$ cat src/rtl/bqw_pkg.sv
package bqw_pkg;
  // why the packer closes a qword in the current cycle
  typedef enum logic [1:0] {
    EMIT_NONE  = 2'd0,
    EMIT_FULL  = 2'd1,
    EMIT_SHORT = 2'd2
  } emit_kind_t;
endpackage

$ cat src/rtl/bqw_pack.sv
module bqw_pack
  import bqw_pkg::*;
#(
  parameter int BEAT_W = 32,
  parameter int BEATS  = 4,
  localparam int LANE_BE = BEAT_W / 8,
  localparam int QW_W    = BEAT_W * BEATS,
  localparam int BE_W    = QW_W / 8,
  localparam int POS_W   = (BEATS > 1) ? $clog2(BEATS) : 1
) (
  input  logic              clk,
  input  logic              rst,
  input  logic              beat_valid_i,
  input  logic [BEAT_W-1:0] beat_data_i,
  input  logic              beat_last_i,
  output emit_kind_t        kind_o,
  output logic [QW_W-1:0]   qw_data_o,
  output logic [BE_W-1:0]   qw_be_o,
  output logic [POS_W-1:0]  pos_o
);
  logic [POS_W-1:0] pos_q;
  logic             at_top;
  logic             fire;

  assign at_top = (pos_q == POS_W'(BEATS - 1));
  assign pos_o  = pos_q;

  always_comb begin
    if (!beat_valid_i)    kind_o = EMIT_NONE;
    else if (at_top)      kind_o = EMIT_FULL;
    else if (beat_last_i) kind_o = EMIT_SHORT;
    else                  kind_o = EMIT_NONE;
  end

  assign fire = (kind_o != EMIT_NONE);

  always_ff @(posedge clk) begin
    if (rst || fire)       pos_q <= '0;
    else if (beat_valid_i) pos_q <= pos_q + POS_W'(1);
  end

  // one storage lane per beat; incoming beat merged into the output path
  for (genvar g = 0; g < BEATS; g++) begin : g_lane
    logic              hit;
    logic [BEAT_W-1:0] lane_q;
    logic              full_q;

    assign hit = beat_valid_i && (pos_q == POS_W'(g));
    assign qw_data_o[g*BEAT_W +: BEAT_W] = hit ? beat_data_i : lane_q;
    assign qw_be_o[g*LANE_BE +: LANE_BE] = (hit || full_q) ? {LANE_BE{1'b1}} : {LANE_BE{1'b0}};

    always_ff @(posedge clk) begin
      if (rst || fire) begin
        lane_q <= '0;
        full_q <= 1'b0;
      end else if (hit) begin
        lane_q <= beat_data_i;
        full_q <= 1'b1;
      end
    end
  end
endmodule

$ cat src/rtl/bqw_offset.sv
module bqw_offset #(
  parameter int ADDR_W = 32,
  parameter int STEP   = 16
) (
  input  logic              clk,
  input  logic              rst,
  input  logic              advance_i,
  input  logic              rewind_i,
  output logic [ADDR_W-1:0] offset_o
);
  // rewind outranks advance at the same edge
  always_ff @(posedge clk) begin
    if (rst || rewind_i) offset_o <= '0;
    else if (advance_i)  offset_o <= offset_o + ADDR_W'(STEP);
  end
endmodule

$ cat src/rtl/bqw_emit_reg.sv
module bqw_emit_reg #(
  parameter int          ADDR_W    = 32,
  parameter int          QW_W      = 128,
  parameter logic [31:0] BASE_ADDR = 32'h0008_0000,
  localparam int BE_W = QW_W / 8
) (
  input  logic              clk,
  input  logic              rst,
  input  logic              fire_i,
  input  logic [ADDR_W-1:0] offset_i,
  input  logic [QW_W-1:0]   data_i,
  input  logic [BE_W-1:0]   be_i,
  output logic              wr_en_o,
  output logic [ADDR_W-1:0] wr_addr_o,
  output logic [QW_W-1:0]   wr_data_o,
  output logic [BE_W-1:0]   wr_be_o
);
  always_ff @(posedge clk) begin
    if (rst) begin
      wr_en_o   <= 1'b0;
      wr_addr_o <= '0;
      wr_data_o <= '0;
      wr_be_o   <= '0;
    end else begin
      wr_en_o <= fire_i;
      if (fire_i) begin
        wr_addr_o <= ADDR_W'(BASE_ADDR) + offset_i;
        wr_data_o <= data_i;
        wr_be_o   <= be_i;
      end
    end
  end
endmodule

$ cat src/rtl/beat_qword_writer.sv
module beat_qword_writer
  import bqw_pkg::*;
#(
  parameter int          BEAT_W    = 32,
  parameter int          BEATS     = 4,
  parameter int          ADDR_W    = 32,
  parameter logic [31:0] BASE_ADDR = 32'h0008_0000
) (
  input  logic                      clk,
  input  logic                      rst,
  input  logic                      beat_valid_i,
  input  logic [BEAT_W-1:0]         beat_data_i,
  input  logic                      beat_last_i,
  input  logic                      rewind_i,
  output logic                      wr_en_o,
  output logic [ADDR_W-1:0]         wr_addr_o,
  output logic [BEAT_W*BEATS-1:0]   wr_data_o,
  output logic [BEAT_W*BEATS/8-1:0] wr_be_o,
  output logic                      last_seen_o
);
  localparam int QW_W  = BEAT_W * BEATS;
  localparam int BE_W  = QW_W / 8;
  localparam int POS_W = (BEATS > 1) ? $clog2(BEATS) : 1;

  emit_kind_t        kind_w;
  logic [QW_W-1:0]   qw_data_w;
  logic [BE_W-1:0]   qw_be_w;
  logic [POS_W-1:0]  pos_w;
  logic [ADDR_W-1:0] offset_w;
  logic              fire_w;

  bqw_pack #(.BEAT_W(BEAT_W), .BEATS(BEATS)) u_pack (
    .clk(clk), .rst(rst),
    .beat_valid_i(beat_valid_i), .beat_data_i(beat_data_i), .beat_last_i(beat_last_i),
    .kind_o(kind_w), .qw_data_o(qw_data_w), .qw_be_o(qw_be_w), .pos_o(pos_w)
  );

  assign fire_w = (kind_w != EMIT_NONE);

  bqw_offset #(.ADDR_W(ADDR_W), .STEP(BE_W)) u_offset (
    .clk(clk), .rst(rst),
    .advance_i(fire_w), .rewind_i(rewind_i), .offset_o(offset_w)
  );

  bqw_emit_reg #(.ADDR_W(ADDR_W), .QW_W(QW_W), .BASE_ADDR(BASE_ADDR)) u_emit (
    .clk(clk), .rst(rst),
    .fire_i(fire_w), .offset_i(offset_w), .data_i(qw_data_w), .be_i(qw_be_w),
    .wr_en_o(wr_en_o), .wr_addr_o(wr_addr_o), .wr_data_o(wr_data_o), .wr_be_o(wr_be_o)
  );

  always_ff @(posedge clk) begin
    if (rst)                              last_seen_o <= 1'b0;
    else if (beat_valid_i && beat_last_i) last_seen_o <= 1'b1;
  end
endmodule

$ cat config.mk
export PLATFORM = sky130hd
export DESIGN_NAME = beat_qword_writer
export DESIGN_NICKNAME = d
export VERILOG_FILES = /design/src/rtl/bqw_pkg.sv /design/src/rtl/bqw_pack.sv /design/src/rtl/bqw_offset.sv /design/src/rtl/bqw_emit_reg.sv /design/src/rtl/beat_qword_writer.sv
export SDC_FILE = /design/constraint.sdc
export NUM_CORES = 1
export LEC_CHECK = 0
export CAP_MARGIN = 25
export CORE_MARGIN = 5
export CORE_UTILIZATION = 47
export CTS_CLUSTER_DIAMETER = 30
export DETAILED_ROUTE_END_ITERATION = 8
export GPL_ROUTABILITY_DRIVEN = 0
export HOLD_SLACK_MARGIN = 0.08
export PLACE_DENSITY = 0.7
export SETUP_SLACK_MARGIN = 0.5
export SKIP_CTS_REPAIR_TIMING = 1
export SYNTH_ARGS = -nofsm -noshare
export SYNTH_HDL_FRONTEND = slang
export SYNTH_HIERARCHICAL = 1
export SYNTH_SLANG_ARGS = --single-unit
export TNS_END_PERCENT = 20
$ cat constraint.sdc
create_clock -name clk -period 5.5 [get_ports clk]
set_input_delay 1.375 -clock clk [delete_from_list [all_inputs] [get_ports clk]]
set_output_delay 1.375 -clock clk [all_outputs]
set_load 0.01 [all_outputs]
=== Word-level counts from Yosys, hierarchy flattened ===
Index checks and enable logic that the tools add are counted.

* Output and inout port bits: 178
* Word-level logic and storage cells: 45
* Input bits: 37
* Bits in registers: 344

* Equality and inequality tests: 3
* $add $sub $neg: 3
* Multiplexer cells: 11
* Reduce and logical (&&, ||, !) cells: 13

{| class="wikitable"
|+ Operator list
! kind !! number
|-
| 32-bit 2-to-1 mux || 4
|-
| 20-bit by 32-bit adder with 32-bit output (first input constant) || 1
|-
| 32-bit by 5-bit adder with 32-bit output (second input constant) || 1
|-
| 4-bit 2-to-1 mux || 4
|-
| 1-bit logical OR || 6
|-
| 2-bit 2-to-1 mux || 3
|-
| 1-bit logical AND || 5
|-
| 2-bit equality test (second input constant) || 2
|-
| 2-bit by 1-bit adder with 2-bit output (second input constant) || 1
|-
| 2-bit by 1-bit equality test with 1-bit output (second input constant) || 1
|-
| 2-bit logical NOT || 1
|-
| 2-bit nonzero test || 1
|}

=== Depth between registers and ports, before layout ===
* Depth in word-level cells: 5
* Mapped depth: 12
* Depth with buffers taken out: 8

=== By module ===
Netlist, hierarchy kept.

{| class="wikitable"
|+ Modules (own cells, without submodules)
! module !! area an instance (µm²) !! seq. area each (µm²) !! cells each !! times used
|-
| bqw_pack || 7,046.8 || 2,682.6 || 771 || 1
|-
| bqw_emit_reg || 6,353.6 || 3,543.4 || 603 || 1
|-
| bqw_offset || 1,363.8 || 560.5 || 152 || 1
|-
| beat_qword_writer || 35.0 || 20.0 || 4 || 1
|}

=== Worst setup path after synthesis ===
No wires, ideal clock.

* Path kind: input to register
* From: input port beat_valid_i
* To: register u_offset.offset_o[31]
* Path slack: 2.235 ns
* Data arrival time: 3.196 ns
* Setup time: 0.070 ns
* Cell stages on the path: 10
* Data required time: 5.430 ns
* Path buffers: 4
* Cells stage by stage: buf_4 -> buf_4 -> buf_4 -> and3b_1 -> or2_1 -> and4_1 -> buf_4 -> nand4_2 -> or4_1 -> a21oi_1

* Cells in the longest elaborated chain, start to end: 2

{| class="wikitable"
|+ Ends and longest elaborated chain
! element !! line !! source
|-
| from (decl) || beat_qword_writer.sv:11 || <nowiki>input logic beat_valid_i,</nowiki>
|-
| 2-bit 2-to-1 mux || bqw_pack.sv:29 || <nowiki>if (!beat_valid_i) kind_o = EMIT_NONE;</nowiki>
|-
| via kind_w[1] || beat_qword_writer.sv:25 || <nowiki>emit_kind_t kind_w;</nowiki>
|-
| 2-bit nonzero test || beat_qword_writer.sv:38 || <nowiki>assign fire_w = (kind_w != EMIT_NONE);</nowiki>
|-
| via fire_w || beat_qword_writer.sv:30 || <nowiki>logic fire_w;</nowiki>
|-
| to (signal assigned) || bqw_offset.sv:14 || <nowiki>else if (advance_i) offset_o <= offset_o + ADDR_W'(STEP);</nowiki>
|-
| to (decl) || bqw_offset.sv:9 || <nowiki>output logic [ADDR_W-1:0] offset_o</nowiki>
|}

The timed path passes the listed nets, and every way through them passes these cells.
A chain may end at the register's enable or synchronous reset.

=== Worst setup path in the final report ===
* From: input port beat_last_i
* To: register u_offset.offset_o[31]

* Cells in the longest elaborated chain, start to end: 4

{| class="wikitable"
|+ Ends and longest elaborated chain
! element !! line !! source
|-
| from (decl) || beat_qword_writer.sv:13 || <nowiki>input logic beat_last_i,</nowiki>
|-
| 2-bit 2-to-1 mux || bqw_pack.sv:31 || <nowiki>else if (beat_last_i) kind_o = EMIT_SHORT;</nowiki>
|-
| 2-bit 2-to-1 mux || bqw_pack.sv:30 || <nowiki>else if (at_top) kind_o = EMIT_FULL;</nowiki>
|-
| 2-bit 2-to-1 mux || bqw_pack.sv:29 ||
|-
| via kind_w[1] || beat_qword_writer.sv:25 ||
|-
| 2-bit nonzero test || beat_qword_writer.sv:38 ||
|-
| via fire_w || beat_qword_writer.sv:30 ||
|}

The timed path passes the listed nets, and every way through them passes these cells.

==> summary.md <==
| Metric | Value |
|---|---|
| Chip Width | `about 190 um` |
| Critical R2R Capture | `u_pack/g_lane[0].lane_q[15]$_SDFF_PP0_` |
| Antenna-violating nets left | `0` |
| Post-Layout Cell Count | `around 2100` |
| # clock sinks | `340` |
| # port buffers | `~210` |
| First-pass GRT wire length | `roughly 63 mm` |
| Drc violations | `0` |
| Unrepaired setup endpoints after global routing | `no` |
| Final setup violation count | `0` |
| H-tree depth | `3` |
| Ant diodes | `0` |
| Placed insts | `roughly 2000` |
| Root buffer cell | `clkbuf_16` |
| DR vias/cell | `roughly 5.5` |
| Reg2reg path depth | `5` |
| Critical Path AT | `around 3.8 ns` |
| VDD IR-drop max | `~330 uV` |
| Setup TNS Final | `0 ns` |
| Met3 wire length | `2.94 mm` |
| Drt total wl | `40.3 mm` |
| Worst Hold Path EP | `u_emit/wr_addr_o[31]$_SDFFE_PP0P_` |
| Final Instance Area | `between 15000 and 20000 um2` |
| Initial Util | `between 40% and 50%` |
| CP startpoint kind | `primary input` |
| Nets | `about 1700` |
| Cell row count | `65` |
| Pwr/cell area | `between 400 and 500 nW/um2` |
| DR top layer | `met4` |
| Max_slew headroom | `29.9%` |
| Crit end category | `flip-flop` |
| Worst slew pin tran | `around 1.1 ns` |
| DIE HEIGHT | `~190 um` |
| Leading cell type in the layout, fill and taps excluded | `dfxtp_1` |
| #FFs+latches synth | `340` |
| Remaining global-route overflow | `0` |
| Largest net degree at the start of global routing | `~150` |
| Post-synthesis sequential area ratio | `between 40 and 50%` |
| Die area | `roughly 35000 um2` |
| Area Overhead vs Synth | `32.5%` |
| WL/cell | `approximately 19 um` |
| DRT iter0 DRCs | `between 800 and 900` |
| Area after DPL | `between 15000 and 20000 um2` |
| Crit Path Max Fanout | `16` |
| Syn Area/Cell | `roughly 9.7 um2` |
| Initial antenna violation count | `0` |
| Maximum Capacitance Violations | `0` |
| Outcome | `complete, no violations` |
| Drt pass-1 iters | `5` |
| Num CTS Buffers | `77` |
| Hpwl dp | `about 25 mm` |
| Layout cells sized above 1 | `19.6%` |
| Most frequent cells in the layout | `dfxtp_1 (340), clkdlybuf4s50_1 (212), nor2_1 (191)` |
| Clk slew on worst S/H paths | `~0.040 ns` |
| Fmax | `307 MHz` |
| Yosys Warn Count | `6` |
| HP Start | `u_emit/wr_addr_o[31]$_SDFFE_PP0P_` |
| Via count | `11848` |
| Hold path depth | `2` |
| TritonCTS clock tree | `yes` |
| Fillers | `between 2000 and 3000` |
| I/O pins | `215` |
| Period utilization | `59.3%` |
| R2R Setup Slk | `about 2.6 ns` |
| Final Hold Viols | `0` |
| Gate Count Post-Synth | `1530` |
| WL met1 | `17.7 mm` |
| Crit Path Category | `primary input to flip-flop` |
| CP required | `~6.0 ns` |
| Slew Limit Fails | `0` |
| Number of global-route vias before repair | `around 12000` |
| CTS Buffer Depth | `3` |
| Cell Area, Synth | `between 10000 and 15000 um2` |
| Clock latency at the later pin of the worst-skew pair | `between 0.5 and 0.6 ns` |
| Worst Clk Skew | `0.0302 ns` |
| Core region area | `roughly 31000 um2` |
| Reg2reg start | `u_pack/pos_o[0]$_SDFFE_PP0P_` |
| All-Layer GR Usage | `between 20% and 30%` |
| Cell variety after synth | `46` |
| Metal2 WL | `around 19 mm` |
| Leak | `just under 0.008 uW` |
| Tmin final | `about 3.3 ns` |
| Hold Crit Class | `flip-flop to flip-flop` |
==> per-layer routing <==
metal,global-route usage (%),vias to the layer above
met1,28.3,5703
met3,7.09,66
met2,34.4,358
met5,0,-
met4,8.05,0
li1,-,5721
==> state kept, by name (all words and copies together), names as in the netlist, 2 cells and up <==
name                  flops
u_emit/wr_addr_o         32
u_offset/offset_o        28
u_emit/wr_data_o        128
u_pack/pos_o              2
u_pack/g_lane.full_q      4
u_emit/wr_be_o           16
u_pack/g_lane.lane_q    128
==> synthesized netlist by cell type, drive strengths merged <==
master / count / share of area (%)
dfxtp: 340 / 46
nor2: 191 / 4.8
mux2i: 166 / 11
nand3: 143 / 4.9
nand2: 136 / 3.5
a211oi: 132 / 8.5
a21bo: 128 / 8.7
buf: 104 / 4.4
clkbuf: 52 / 1.3
a21oi: 17 / 0.57
nand4: 11 / 0.61
o21ai: 11 / 0.37
or3: 11 / 0.48
o31ai: 10 / 0.51
or4: 10 / 0.51
inv: 9 / 0.23
xor2: 9 / 0.53
a311oi: 8 / 0.47
nor3: 7 / 0.30
xnor2: 7 / 0.41
and4: 6 / 0.36
ha: 6 / 0.51
o21a: 5 / 0.25
and2: 2 / 0.085
and3: 2 / 0.093
or2: 2 / 0.085
and3b: 1 / 0.059
conb: 1 / 0.025
nand2b: 1 / 0.042
nor2b: 1 / 0.042
nor3b: 1 / 0.085
==> logic make-up after synthesis <==
family / Yosys count / synth area share [%]
buffers and inverters: 165 / 5.97
flip-flops: 340 / 46.0
XOR/XNOR: 16 / 0.947
other: 1 / 0.0253
adder cells (fa/ha/maj): 6 / 0.507
multiplexers: 166 / 11.2
AO/OA/AOI/OAI: 311 / 19.4
AND/OR/NAND/NOR: 525 / 16.0
==> metrics by stage <==
step,setup WS (ns),power (uW),hold WS (ns),util (%)
2_1_floorplan,2.23,2910,0.456,-
3_5_place_dp,1.72,3070,0.469,53.5
5_1_grt,2.08,8230,0.497,62.6
6_report,2.24,7960,0.476,62.6
3_3_place_gp,1.74,3060,0.450,53.5
4_1_cts,2.28,8040,0.474,62.6
==> layout make-up <==
cell class	count	area, um2	area share, %
clock buffer	103	2160	11.0
clock inverter	38	698	3.56
inverter	9	33.8	0.172
multi-input combinational	1028	7140	36.4
sequential	340	6810	34.7
tap	402	503	2.56
timing repair buffer	226	2280	11.6
==> report_power, final <==
group	total, uW	internal (uW)	switching, uW
Sequential	2540	2520	20.2
Clock	4930	3470	1460
Combinational	486	181	306
==> worst max-delay path, cell delays in order <==
cell and delay, ns:
clkdlybuf4s50_1 0.59, and3b_1 0.19, or2_4 0.17, and4_1 0.33, nand4_2 0.34, or4_1 0.60, a21oi_1 0.15
==> how the worst max path moves through the flow <==
stage | depth (start not counted) | from | end
after floorplan | 10 | beat_valid_i | u_offset/offset_o[31]$_SDFFE_PP0P_
after detailed placement | 7 | beat_last_i | u_offset/offset_o[31]$_SDFFE_PP0P_
after CTS | 7 | beat_last_i | u_offset/offset_o[31]$_SDFFE_PP0P_
after global placement | 7 | beat_last_i | u_offset/offset_o[31]$_SDFFE_PP0P_
final | 7 | beat_last_i | u_offset/offset_o[31]$_SDFFE_PP0P_
after global routing | 8 | beat_valid_i | u_offset/offset_o[31]$_SDFFE_PP0P_
No activity file was read; power rests on OpenSTA's default activity.
